**src/rtl/cpwm_pkg.sv**
```systemverilog
package cpwm_pkg;
  localparam int SEL_PERIOD    = 0;
  localparam int SEL_DEAD      = 1;
  localparam int SEL_DUTY_BASE = 2;

  typedef enum logic {PH_UP = 1'b0, PH_DOWN = 1'b1} phase_e;
endpackage

```
**src/rtl/cpwm_regs.sv**
```systemverilog
module cpwm_regs
  import cpwm_pkg::*;
#(
  parameter int W   = 12,
  parameter int NCH = 3,
  parameter int SW  = 3
) (
  input  logic                  clk,
  input  logic                  rst_n,
  input  logic                  wr_en,
  input  logic [SW-1:0]         wr_sel,
  input  logic [W-1:0]          wr_data,
  input  logic                  run,
  input  logic                  load,
  output logic [W-1:0]          act_per,
  output logic [W-1:0]          sh_per,
  output logic [W-1:0]          act_dead,
  output logic [NCH-1:0][W-1:0] act_duty,
  output logic                  en
);
  logic [W-1:0]   sh_dead;
  logic           got_per;
  logic [NCH-1:0] got_duty;
  logic           per_wr, dead_wr;

  assign per_wr  = wr_en && (wr_sel == SW'(SEL_PERIOD));
  assign dead_wr = wr_en && (wr_sel == SW'(SEL_DEAD));
  assign en      = got_per && (&got_duty);

  always_ff @(posedge clk) begin
    if (!rst_n) begin
      act_per  <= '0;
      sh_per   <= '0;
      act_dead <= '0;
      sh_dead  <= '0;
      got_per  <= 1'b0;
    end else begin
      if (load) begin
        act_per  <= sh_per;
        act_dead <= sh_dead;
      end
      if (per_wr) begin
        sh_per  <= wr_data;
        got_per <= 1'b1;
        if (!run) act_per <= wr_data;
      end
      if (dead_wr) begin
        sh_dead <= wr_data;
        if (!en) act_dead <= wr_data;
      end
    end
  end

  for (genvar i = 0; i < NCH; i++) begin : g_duty
    logic [W-1:0] sh_duty;
    logic         duty_wr;
    assign duty_wr = wr_en && (wr_sel == SW'(SEL_DUTY_BASE + i));
    always_ff @(posedge clk) begin
      if (!rst_n) begin
        sh_duty     <= '0;
        act_duty[i] <= '0;
        got_duty[i] <= 1'b0;
      end else begin
        if (load) act_duty[i] <= sh_duty;
        if (duty_wr) begin
          sh_duty     <= wr_data;
          got_duty[i] <= 1'b1;
          if (!en) act_duty[i] <= wr_data;
        end
      end
    end
  end
endmodule

```
**src/rtl/cpwm_tbase.sv**
```systemverilog
module cpwm_tbase
  import cpwm_pkg::*;
#(
  parameter int W = 12
) (
  input  logic         clk,
  input  logic         rst_n,
  input  logic         dbl_mode,
  input  logic         start,
  input  logic [W-1:0] start_per,
  input  logic [W-1:0] act_per,
  input  logic [W-1:0] down_per,
  output logic [W-1:0] cnt,
  output phase_e       phase,
  output logic         run,
  output logic         sync_q,
  output logic         step_start,
  output logic         step_mid
);
  logic [W-1:0] pre;
  logic         adv;

  assign adv        = run && !start && (pre == '0);
  assign step_mid   = adv && (phase == PH_UP) && (cnt == act_per - 1'b1);
  assign step_start = adv && (phase == PH_DOWN) && (cnt == '0);

  always_ff @(posedge clk) begin
    if (!rst_n) begin
      run    <= 1'b0;
      phase  <= PH_UP;
      cnt    <= '0;
      pre    <= '0;
      sync_q <= 1'b0;
    end else begin
      sync_q <= 1'b0;
      if (start) begin
        run   <= 1'b1;
        phase <= PH_DOWN;
        cnt   <= start_per - 1'b1;
        pre   <= dbl_mode ? '0 : (start_per >> 1);
      end else if (run) begin
        if (pre != '0) begin
          pre <= pre - 1'b1;
        end else if (phase == PH_UP) begin
          if (step_mid) begin
            phase <= PH_DOWN;
            cnt   <= down_per - 1'b1;
          end else begin
            cnt <= cnt + 1'b1;
          end
        end else begin
          if (step_start) begin
            phase  <= PH_UP;
            sync_q <= 1'b1;
          end else begin
            cnt <= cnt - 1'b1;
          end
        end
      end
    end
  end


  cnt_range_chk: assert property (@(posedge clk) disable iff (!rst_n)
    run |-> (cnt < act_per));

  sync_pos_chk: assert property (@(posedge clk) disable iff (!rst_n)
    sync_q |-> (phase == PH_UP && cnt == '0));

  mid_turn_chk: assert property (@(posedge clk) disable iff (!rst_n)
    $rose(phase) |-> (cnt == act_per - 1'b1));
endmodule

```
**src/rtl/cpwm_cmp.sv**
```systemverilog
module cpwm_cmp #(
  parameter int W   = 12,
  parameter int NCH = 3
) (
  input  logic                  clk,
  input  logic                  rst_n,
  input  logic                  en,
  input  logic [W-1:0]          cnt,
  input  logic [W-1:0]          per,
  input  logic [W-1:0]          dead,
  input  logic [NCH-1:0][W-1:0] duty,
  output logic [NCH-1:0]        hi,
  output logic [NCH-1:0]        lo
);
  localparam int XW = W + 3;

  for (genvar i = 0; i < NCH; i++) begin : g_ch
    logic signed [XW-1:0] base, hi_m, lo_m;
    assign base = $signed({3'b000, cnt}) + $signed({3'b000, duty[i]})
                - $signed({3'b000, per});
    assign hi_m = base - $signed({3'b000, dead});
    assign lo_m = base + $signed({3'b000, dead});
    assign hi[i] = en && (hi_m >= 0);
    assign lo[i] = en && (lo_m < 0);


    no_overlap_chk: assert property (@(posedge clk) disable iff (!rst_n)
      !(hi[i] && lo[i]));
  end
endmodule

```
**src/rtl/cpwm3_top.sv**
```systemverilog
module cpwm3_top
  import cpwm_pkg::*;
#(
  parameter int NCH = 3,
  parameter int W   = 12,
  localparam int SW = $clog2(NCH + 2)
) (
  input  logic           clk,
  input  logic           rst_n,
  input  logic           dbl_mode,
  input  logic           wr_en,
  input  logic [SW-1:0]  wr_sel,
  input  logic [W-1:0]   wr_data,
  output logic [NCH-1:0] pwm_hi,
  output logic [NCH-1:0] pwm_lo,
  output logic           sync_pulse,
  output logic           half_flag
);
  logic [W-1:0]          act_per, sh_per, act_dead, down_per, cnt;
  logic [NCH-1:0][W-1:0] act_duty;
  logic                  en, run, sync_q, step_start, step_mid, load, start;
  phase_e                phase;

  assign start    = wr_en && (wr_sel == SW'(SEL_PERIOD)) && !run;
  assign load     = step_start || (step_mid && dbl_mode);
  assign down_per = dbl_mode ? sh_per : act_per;

  cpwm_regs #(.W(W), .NCH(NCH), .SW(SW)) regs_i (
    .clk(clk), .rst_n(rst_n), .wr_en(wr_en), .wr_sel(wr_sel), .wr_data(wr_data),
    .run(run), .load(load), .act_per(act_per), .sh_per(sh_per),
    .act_dead(act_dead), .act_duty(act_duty), .en(en)
  );

  cpwm_tbase #(.W(W)) tbase_i (
    .clk(clk), .rst_n(rst_n), .dbl_mode(dbl_mode), .start(start),
    .start_per(wr_data), .act_per(act_per), .down_per(down_per),
    .cnt(cnt), .phase(phase), .run(run), .sync_q(sync_q),
    .step_start(step_start), .step_mid(step_mid)
  );

  cpwm_cmp #(.W(W), .NCH(NCH)) cmp_i (
    .clk(clk), .rst_n(rst_n), .en(en), .cnt(cnt), .per(act_per),
    .dead(act_dead), .duty(act_duty), .hi(pwm_hi), .lo(pwm_lo)
  );

  assign sync_pulse = en && sync_q;
  assign half_flag  = en && (phase == PH_DOWN);


  single_hold_chk: assert property (@(posedge clk) disable iff (!rst_n)
    (en && $past(en) && !dbl_mode && !$past(dbl_mode) && !$stable(act_per))
      |-> sync_pulse);
endmodule

```
**config.mk**
```make
export PLATFORM = sky130hd
export DESIGN_NAME = cpwm3_top
export DESIGN_NICKNAME = d
export VERILOG_FILES = /design/src/rtl/cpwm_pkg.sv /design/src/rtl/cpwm_regs.sv /design/src/rtl/cpwm_tbase.sv /design/src/rtl/cpwm_cmp.sv /design/src/rtl/cpwm3_top.sv
export SDC_FILE = /design/constraint.sdc
export NUM_CORES = 1
export LEC_CHECK = 0
export BUFFER_PORTS_ARGS = -buffer_cell sky130_fd_sc_hd__buf_2
export CORE_UTILIZATION = 58
export DETAILED_ROUTE_END_ITERATION = 12
export GPL_TIMING_DRIVEN = 0
export PLACE_DENSITY = 0.78
export SLEW_MARGIN = 25
export SYNTH_ARGS = -nofsm -noshare
export SYNTH_HDL_FRONTEND = slang
export SYNTH_SLANG_ARGS = --single-unit
```
**constraint.sdc**
```tcl
create_clock -name clk -period 5.6 [get_ports clk]
set_input_delay 0.84 -clock clk [delete_from_list [all_inputs] [get_ports clk]]
set_output_delay 0.84 -clock clk [all_outputs]
set_load 0.02 [all_outputs]
```
==> reports/metrics.csv, run 1 <==
stage;metric;value;unit
run_status;outcome;complete, but fails checks;
run_status;violations;negative setup slack;
route;vias;12079;
global_route;grt_pass1_wl;60060;um
floorplan;io_pins;27;
clock_network;cts-root-buf;clkbuf_16;
yosys;syn_inst;1544;
power_and_ir_drop;cellLeakagePower;6.373;nW
yosys;synthArstFlopShare;0;%
clock_network;cts.sinks;151;
route;vias_per_cell;6.331;
route;drcViolationCount;0;
hold_path;hold_path_class;reg -> reg;
placed_design;post-place-ws;-0.7946;ns
power_and_ir_drop;p_total;3.757;mW
yosys;yosysMostFrequentCell;nor2_1;
global_route;grt_overflow_total;0;
timing;rsz0062_at_grt;yes;
floorplan;initial_utilization;60.09;%
global_route;grt_usage;35.48;%
timing;finalHoldViolCount;0;
yosys;ys.flop_type;dfxtp_1;
route;routed_wl;39460;um
yosys;synth-seq-area-share;24.55;%
timing;worst_slew_pin_slew;0.9341;ns
critical_path;cp_max_fo;4;
route;drt_iter0_markers;1164;
placed_design;io_buffers;18;
placed_design;detailed_place_hpwl;28350;um
power_and_ir_drop;p_per_area;263.9;nW/um^2
yosys;netlist_top_cells_area;dfxtp_1, ha_1, mux2i_1;
clock_network;cts_buffer_depth;2;
route;drtAntennaViolNets;0;
clock_network;insertion_delay;0.44;ns
yosys;synth_commonest_cells;nor2_1, ha_1, dfxtp_1;
clock_network;h-tree-depth;4;
flow_run;cap_violations;0;
timing;finalMaxSlewViolations;0;
final_layout;areaGrowthSynthToFinish;15.62;%
clock_network;cts_inserted_buffers;17;
route;drt_pre_antenna_iters;5;
route;drt-wirelength-per-cell;20.68;um
yosys;syn_area;12320;um^2
global_route;grt_pass1_vias;11291;
clock_network;clk_pin_slew_worst_paths;0.06;ns
yosys;yosysTopAreaCellShare;24.55;%
timing;finalSetupTns;-1.174;ns
yosys;synth_edf_count;0;
timing;clock_skew;0.01052;ns
yosys;ys.warnings.count;0;
floorplan;die_y;147.7;um
timing;setup_viol;6;
timing;period_share;105.4;%
floorplan;num_rows;52;
yosys;syn_area_per_cell;7.976;um^2
floorplan;die-area;21820;um^2
final_layout;post-route-util;69.48;%
yosys;yosysTopAreaCell;dfxtp_1;
critical_path;start_kind;flip-flop;
final_layout;nNetsFinal;1804;
timing;fmax;0.1694;GHz
global_route;grt_max_degree;17;
final_layout;drive_gt1_share;13.01;%
yosys;synth_nets;1723;
yosys;ys_ff_latch;151;
timing;period_minus_slack;5.901;ns
placed_design;gp_congestion;0.9522;
critical_path;crit_type;reg -> out;
yosys;synth_cell_types;65;
critical_path;arrival;5.06;ns
power_and_ir_drop;ir_worst_vdd;0.0002461;V
floorplan;die_x;147.7;um
floorplan;coreArea;20490;um^2
critical_path;required;4.76;ns
timing;slew_headroom;37.73;%
critical_path;endpoint_kind;output port;
clock_network;cts_tree;built;
timing;fin_ws;-0.3015;ns
global_route;antenna_found_initial;3;
-- cell type report --
type                    count  area, um^2
diodes                      1       2.502
repair buffers             62       447.9
clock buffers              21       470.5
flip-flops and latches    151        3033
plain buffers              88       411.6
inverters                  84       319.1
clock inverters            10       121.4
multi-input cells        1221        9095
fillers                  1622        6256
well taps                 270       337.8
-- critical path, cell delays in order, from the launching register on --
cell and delay [ns]:
dfxtp_4 0.39, ha_4 0.20, a21o_1 0.18, a21oi_2 0.16, nor2b_1 0.08, o211ai_1 0.27
a21oi_2 0.10, a311oi_2 0.30, nor2b_2 0.21, xnor2_1 0.14, ha_1 0.30, and3_4 0.17
a21oi_4 0.13, o21ai_2 0.09, o21a_1 0.20, o21a_1 0.22, nor2_4 0.17, ha_4 0.22
or4_4 0.49, a21oi_4 0.13, nor3_2 0.07, a211oi_2 0.19, buf_4 0.19
-- path summary, 6_finish.rpt --
| kind | startpoint | endpoint | slack [ns] | cells after the start |
|---|---|---|---|---|
| worst max-delay path | tbase_i.cnt[1] | pwm_hi[1] | -0.30 | 22 |
| worst max register to register | regs_i.act_per[1] | tbase_i.cnt[11] | 1.50 | 10 |
| worst min register to register | regs_i.sh_dead[11] | regs_i.sh_dead[11] | 0.47 | 2 |
| worst min-delay path | regs_i.sh_dead[11] | regs_i.sh_dead[11] | 0.47 | 2 |
-- report_power, final --
group	switching (mW)	leakage, nW	internal [mW]
registers	0.0483	1.23	1.11
logic	0.801	4.87	0.621
clock network	0.483	0.278	0.691
total	1.33	6.37	2.43
-- layout by cell type, fill, tap and decap left out, types with 17 or more instances in the layout --
master and count:
clkbuf_16 18, nand3_1 22, o21a_1 25, mux2i_1 75, nor2b_1 23, buf_4 45, nand2_1 94, dfxtp_1 147
xnor2_1 61, inv_1 80, a22oi_1 42, o21ai_0 105, a21boi_0 26, nor3_1 35, o21bai_1 19, xor2_1 32
buf_2 17, ha_1 145, clkbuf_1 71, nor2_1 164, a21oi_1 86
-- timing repair --
action | 4_1_cts | 5_1_grt
endpoints found under the setup margin | 6 | 6
setup buffers | 27 | 17
gates resized for setup | 87 | 52
pin swaps | 62 | 81
hold buffers | 0 | 0
-- metal layers --
| metal | vias up | part of all wire [%] | track usage (%) |
|---|---|---|---|
| met5 | - | 0.033 | 0 |
| met4 | 2 | 3.2 | 12.58 |
| met3 | 125 | 10 | 9.074 |
| met2 | 609 | 45 | 56.65 |
| met1 | 5670 | 42 | 46.21 |
| li1 | 5673 | - | - |
-- kinds of logic after synthesis --
group / count (synthesis) / synth area share, %
xor gates and xnor gates: 98 / 6.969
DFF: 151 / 24.55
buffers and inverters: 172 / 5.730
adders and majority gates: 160 / 16.62
AOI/OAI and AO/OA: 425 / 21.68
muxes: 80 / 6.553
and+or+nand+nor: 458 / 17.90
-- state kept, by name (all words and copies together) (netlist names) --
name and count:
regs_i.sh_dead 12, tbase_i.run 1, tbase_i.phase 1, tbase_i.cnt 12
regs_i.got_duty 3, regs_i.sh_per 12, regs_i.g_duty.sh_duty 36, tbase_i.sync_q 1
regs_i.act_dead 12, regs_i.act_per 12, tbase_i.pre 12, regs_i.got_per 1
regs_i.act_duty 36
-- metrics by stage --
stage | hold WS, ns | instances | area (um^2)
after floorplan | 0.4396 | 1544 | 12320
after global placement | 0.4492 | 1832 | 12750
after CTS | 0.4723 | 1890 | 13870
after global routing | 0.4901 | 1907 | 14240
after detailed placement | 0.4581 | 1832 | 12750
final | 0.4661 | 1908 | 14240
No activity file was read; power rests on OpenSTA's default activity.
==> inputs of run 2 (changes only) <==
- CORE_UTILIZATION: 58 -> 59
- PLACE_DENSITY: 0.78 -> 0.79
- SYNTH_HIERARCHICAL: unset -> 1
==> run 2 against run 1 <==
Against the previous run: the flow now finishes without violations; first-iteration DRC count is 0.69% higher; combinational power down 17%; power down 5.9%; critical path depth decreased by 4; cell count decreased by 0.52%; critical path type unchanged; largest cell class unchanged; highest routed layer is now met4.
==> reports/metrics.csv, run 2 <==
stage;metric;value;unit;change
power_and_ir_drop;pwr-share-seq;32.3;%;was 30.9%
placed_design;detailed_place_hpwl;29270;um;was 28350 um
timing;period_minus_slack;5.432;ns;was 5.901 ns
yosys;synth-seq-area-share;23.44;%;was 24.55%
final_layout;final_cell_mix;nand2_1, inv_1, dfxtp_1;;was nor2_1, dfxtp_1, ha_1
timing;finalSetupTns;0;ns;was -1.174 ns
power_and_ir_drop;switching_share;34.28;%;was 35.45%
yosys;synth_compound_area_share;16.06;%;was 21.68%
timing;worst_slew_pin_slew;0.9533;ns;was 0.9341 ns
route;drt_pre_antenna_iters;5;;unchanged
power_and_ir_drop;power_frac_clock;34.3;%;was 31.2%
critical_path;required;4.76;ns;about the same
yosys;ys.flop_type;dfxtp_1;;unchanged
global_route;grt_usage;34.76;%;was 35.48%
yosys;synth_fa_ha_area_share;17.42;%;was 16.62%
critical_path;r2r-end;regs_i/act_duty[16];;was tbase_i.cnt[11]
critical_path;r2r_start;tbase_i/run;;was regs_i.act_per[1]
global_route;grtUsageMet3;6.280;%;was 9.074%
placed_design;io_buffers;25;;was 18
yosys;syn_area;12900;um^2;was 12320 um^2
clock_network;clk_pin_slew_worst_paths;0.06;ns;about the same
critical_path;worst-path-buf-inv;3;;was 1
global_route;busiest_layer;met2;;unchanged
hold_path;hold_path_class;reg -> reg;;unchanged
floorplan;num_rows;53;;was 52
power_and_ir_drop;p_switching;1.212;mW;was 1.332 mW
power_and_ir_drop;p_total;3.535;mW;was 3.757 mW
yosys;yosysTopAreaCellShare;23.44;%;was 24.55%
clock_network;insertion_delay;0.44;ns;about the same
yosys;syn_inst;1559;;was 1544
floorplan;die_x;149.9;um;was 147.7 um
placed_design;place_inst;1859;;was 1832
global_route;antenna_found_initial;1;;was 3
critical_path;r2r_slack;1.26;ns;was 1.50 ns
final_layout;final_common_cell;nand2_1;;was nor2_1
route;drt_iter0_markers;1172;;was 1164
yosys;yosysMostFrequentCell;nand2_1;;was nor2_1
power_and_ir_drop;p_comb_share;33.4;%;was 37.9%
floorplan;io_pins;27;;unchanged
critical_path;crit_type;reg -> out;;unchanged
critical_path;endpoint_kind;output port;;unchanged
timing;fin_ws;0.1680;ns;was -0.3015 ns
final_layout;reg_top3;regs_i/act_duty (36), regs_i/g_duty.sh_duty (36);;was regs_i.act_duty (36), regs_i.g_duty.sh_duty (36)
hold_path;holdCritStartpoint;regs_i/g_duty[0].sh_duty[9];;was regs_i.sh_dead[11]
global_route;grt_pass1_wl;58750;um;was 60060 um
timing;slew_headroom;35.92;%;was 37.73%
global_route;grt_overflow_total;0;;unchanged
placed_design;post-place-ws;0.05561;ns;was -0.7946 ns
power_and_ir_drop;p_per_area;249.3;nW/um^2;was 263.9 nW/um^2
final_layout;nNetsFinal;1788;;was 1804
timing;finalHoldViolCount;0;;unchanged
run_status;outcome;finished, final reports clean;;was complete, but fails checks
route;drcViolationCount;0;;unchanged
floorplan;coreArea;21220;um^2;was 20490 um^2
critical_path;crit_family;compound AO/OA/AOI/OAI gates;;unchanged
global_route;grt_max_degree;17;;unchanged
timing;clock_skew;0.01022;ns;was 0.01052 ns
timing;setup_viol;0;;was 6
global_route;use_met2;54.31;%;was 56.65%
yosys;synthArstFlopShare;0;%;unchanged
final_layout;drive_gt1_share;12.94;%;was 13.01%
clock_network;cts.sinks;151;;unchanged
flow_run;cap_violations;0;;unchanged
route;vias_per_cell;6.149;;was 6.331
clock_network;cts-root-buf;clkbuf_16;;unchanged
hold_path;min_to;regs_i/g_duty[0].sh_duty[9];;was regs_i.sh_dead[11]
global_route;grt_pass1_vias;10823;;was 11291
floorplan;initial_utilization;60.78;%;was 60.09%
yosys;yosys.area_share.xor_xnor;5.636;%;was 6.969%
yosys;synth_top_family_by_area;simple AND/OR/NAND/NOR gates;;was compound AO/OA/AOI/OAI gates
power_and_ir_drop;intPower;2.323;mW;was 2.425 mW
placed_design;place_area;13370;um^2;was 12750 um^2
clock_network;h-tree-depth;4;;unchanged
route;drtAntennaViolNets;0;;unchanged
yosys;synth_edf_count;0;;unchanged
critical_path;slowest_stage;fa_2;;was or4_4
power_and_ir_drop;cellLeakagePower;6.329;nW;was 6.373 nW
yosys;synth_nets;1736;;was 1723
floorplan;die_y;149.9;um;was 147.7 um
power_and_ir_drop;ir_worst_vdd;0.0003071;V;was 0.0002461 V
yosys;synthSimpleGateAreaFrac;18.77;%;was 17.90%
route;vias;11670;;was 12079
yosys;netlist_top_cells_area;dfxtp_1, ha_1, nand2_1;;was dfxtp_1, ha_1, mux2i_1
yosys;ys_ff_latch;151;;unchanged
final_layout;final_area;14180;um^2;was 14240 um^2
clock_network;cts_tree;built;;unchanged
final_layout;areaGrowthSynthToFinish;9.904;%;was 15.62%
timing;timing.hold.ws;0.4658;ns;was 0.4661 ns
critical_path;start_kind;flip-flop;;unchanged
clock_network;cts_inserted_buffers;17;;unchanged
timing;fmax;0.1841;GHz;was 0.1694 GHz
critical_path;critPathMaxStageDelay;0.60;ns;was 0.49 ns
floorplan;die-area;22460;um^2;was 21820 um^2
yosys;synth_commonest_cells;nand2_1, inv_1, dfxtp_1;;was nor2_1, ha_1, dfxtp_1
timing;finalMaxSlewViolations;0;;unchanged
critical_path;cp_max_fo;3;;was 4
critical_path;crit_path_cell_trace;inv_1 > fa_2 > inv_1 > ha_1 > a21o_1 > a21oi_2 > o21a_1 > o21ai_2 > a31o_2 > a21oi_4 > xnor2_2 > ha_1 > or4_4 > nor3_2 > o311a_1 > o41ai_1 > and3_1 > buf_2;;was ha_4 > a21o_1 > a21oi_2 > nor2b_1 > o211ai_1 > a21oi_2 > a311oi_2 > nor2b_2 > xnor2_1 > ha_1 > and3_4 > a21oi_4 > o21ai_2 > o21a_1 > o21a_1 > nor2_4 > ha_4 > or4_4 > a21oi_4 > nor3_2 > a211oi_2 > buf_4
final_layout;stdcell_count;1898;;was 1908
clock_network;cts_buffer_depth;2;;unchanged
route;routed_wl;38750;um;was 39460 um
critical_path;r2r_cells;13;;was 10
final_layout;post-route-util;66.80;%;was 69.48%
yosys;syn_area_per_cell;8.274;um^2;was 7.976 um^2
hold_path;min_path_cells;2;;unchanged
yosys;synth_cell_types;79;;was 65
final_layout;antennaDiodeCount;0;;was 1
critical_path;arrival;4.59;ns;was 5.06 ns
global_route;met1_usage;47.18;%;was 46.21%
yosys;yosysTopAreaCell;dfxtp_1;;unchanged
route;drt-wirelength-per-cell;20.42;um;was 20.68 um
yosys;ys.warnings.count;6;;was 0
yosys;synth_mux_area_share;11.20;%;was 6.553%
placed_design;gp_congestion;0.9684;;was 0.9522
timing;period_share;97.00;%;was 105.4%
[run 2: cell count changes in the layout (fill, tap and decap cells not counted), moves of 36 or more]
cell and change:
nand2_1 +137, nor2_1 -93, inv_1 +92, o21ai_0 -65, mux2_2 +58, a22oi_1 -40, buf_4 -37, a21boi_0 +36
[run 2: final cells by class]
cell class              count  area, um^2
plain buffers              69       306.5
multi-input cells        1164        9020
well taps                 275       344.1
inverters                 175       656.9
flip-flops and latches    151        3047
fillers                  1759        7044
clock buffers              19       452.9
repair buffers             33       185.2
clock inverters            12       163.9
[run 2: worst reg2reg max path, cell delays in order, from the launching register on]
cell	delay, ns
dfxtp_1	0.70
nand2b_1	0.20
nor4_2	0.10
nor2_1	0.35
nand4b_1	0.15
nor3_1	0.52
nand3_1	0.19
nor4_2	0.40
a21o_2	0.19
clkbuf_1	0.28
clkbuf_1	0.50
mux2_2	0.40
nand2_1	0.10
mux2i_1	0.11
[run 2: cells by family after synthesis]
kind of cell | after synthesis
and+or+nand+nor | 492
AOI/OAI and AO/OA | 299
buffers and inverters | 244
adders and majority gates | 158
DFF | 151
muxes | 132
xor gates and xnor gates | 83
[run 2: layer usage]
layer  vias to the layer above  part of all wire [%]
met5                         -                     0
met4                         0                   3.5
met3                       100                    10
met2                       595                    44
met1                      5540                    42
li1                       5435                     -
[run 2: repair_timing]
item | 4_1_cts | 5_1_grt
setup endpoints to repair | 3 | 5
hold buffers | 0 | 0
pin swaps | 4 | 14
buffers inserted | 2 | 6
gates resized for setup | 13 | 26
[run 2: power groups by stage]
stage	registers (mW)	clock network, mW	logic (mW)
floorplan	1.15	0	0.813
global placement	1.16	0	1.04
detailed placement	1.16	0	1.08
CTS	1.14	1.21	1.10
global route	1.14	1.26	1.30
finish	1.14	1.21	1.18
[run 2: worst max path at each step]
| stage | start | cells past startpoint | slack (ns) | to |
|---|---|---|---|---|
| after floorplan | tbase_i/cnt[1] | 16 | 0.73 | pwm_lo[0] |
| after global placement | regs_i/act_per[1] | 16 | 0.09 | pwm_lo[0] |
| after detailed placement | regs_i/act_per[1] | 16 | 0.06 | pwm_lo[0] |
| after CTS | regs_i/act_per[3] | 16 | 0.001 | pwm_lo[0] |
| after global routing | tbase_i/cnt[1] | 17 | -0.03 | pwm_hi[0] |
| final | regs_i/act_duty[25] | 18 | 0.17 | pwm_lo[2] |
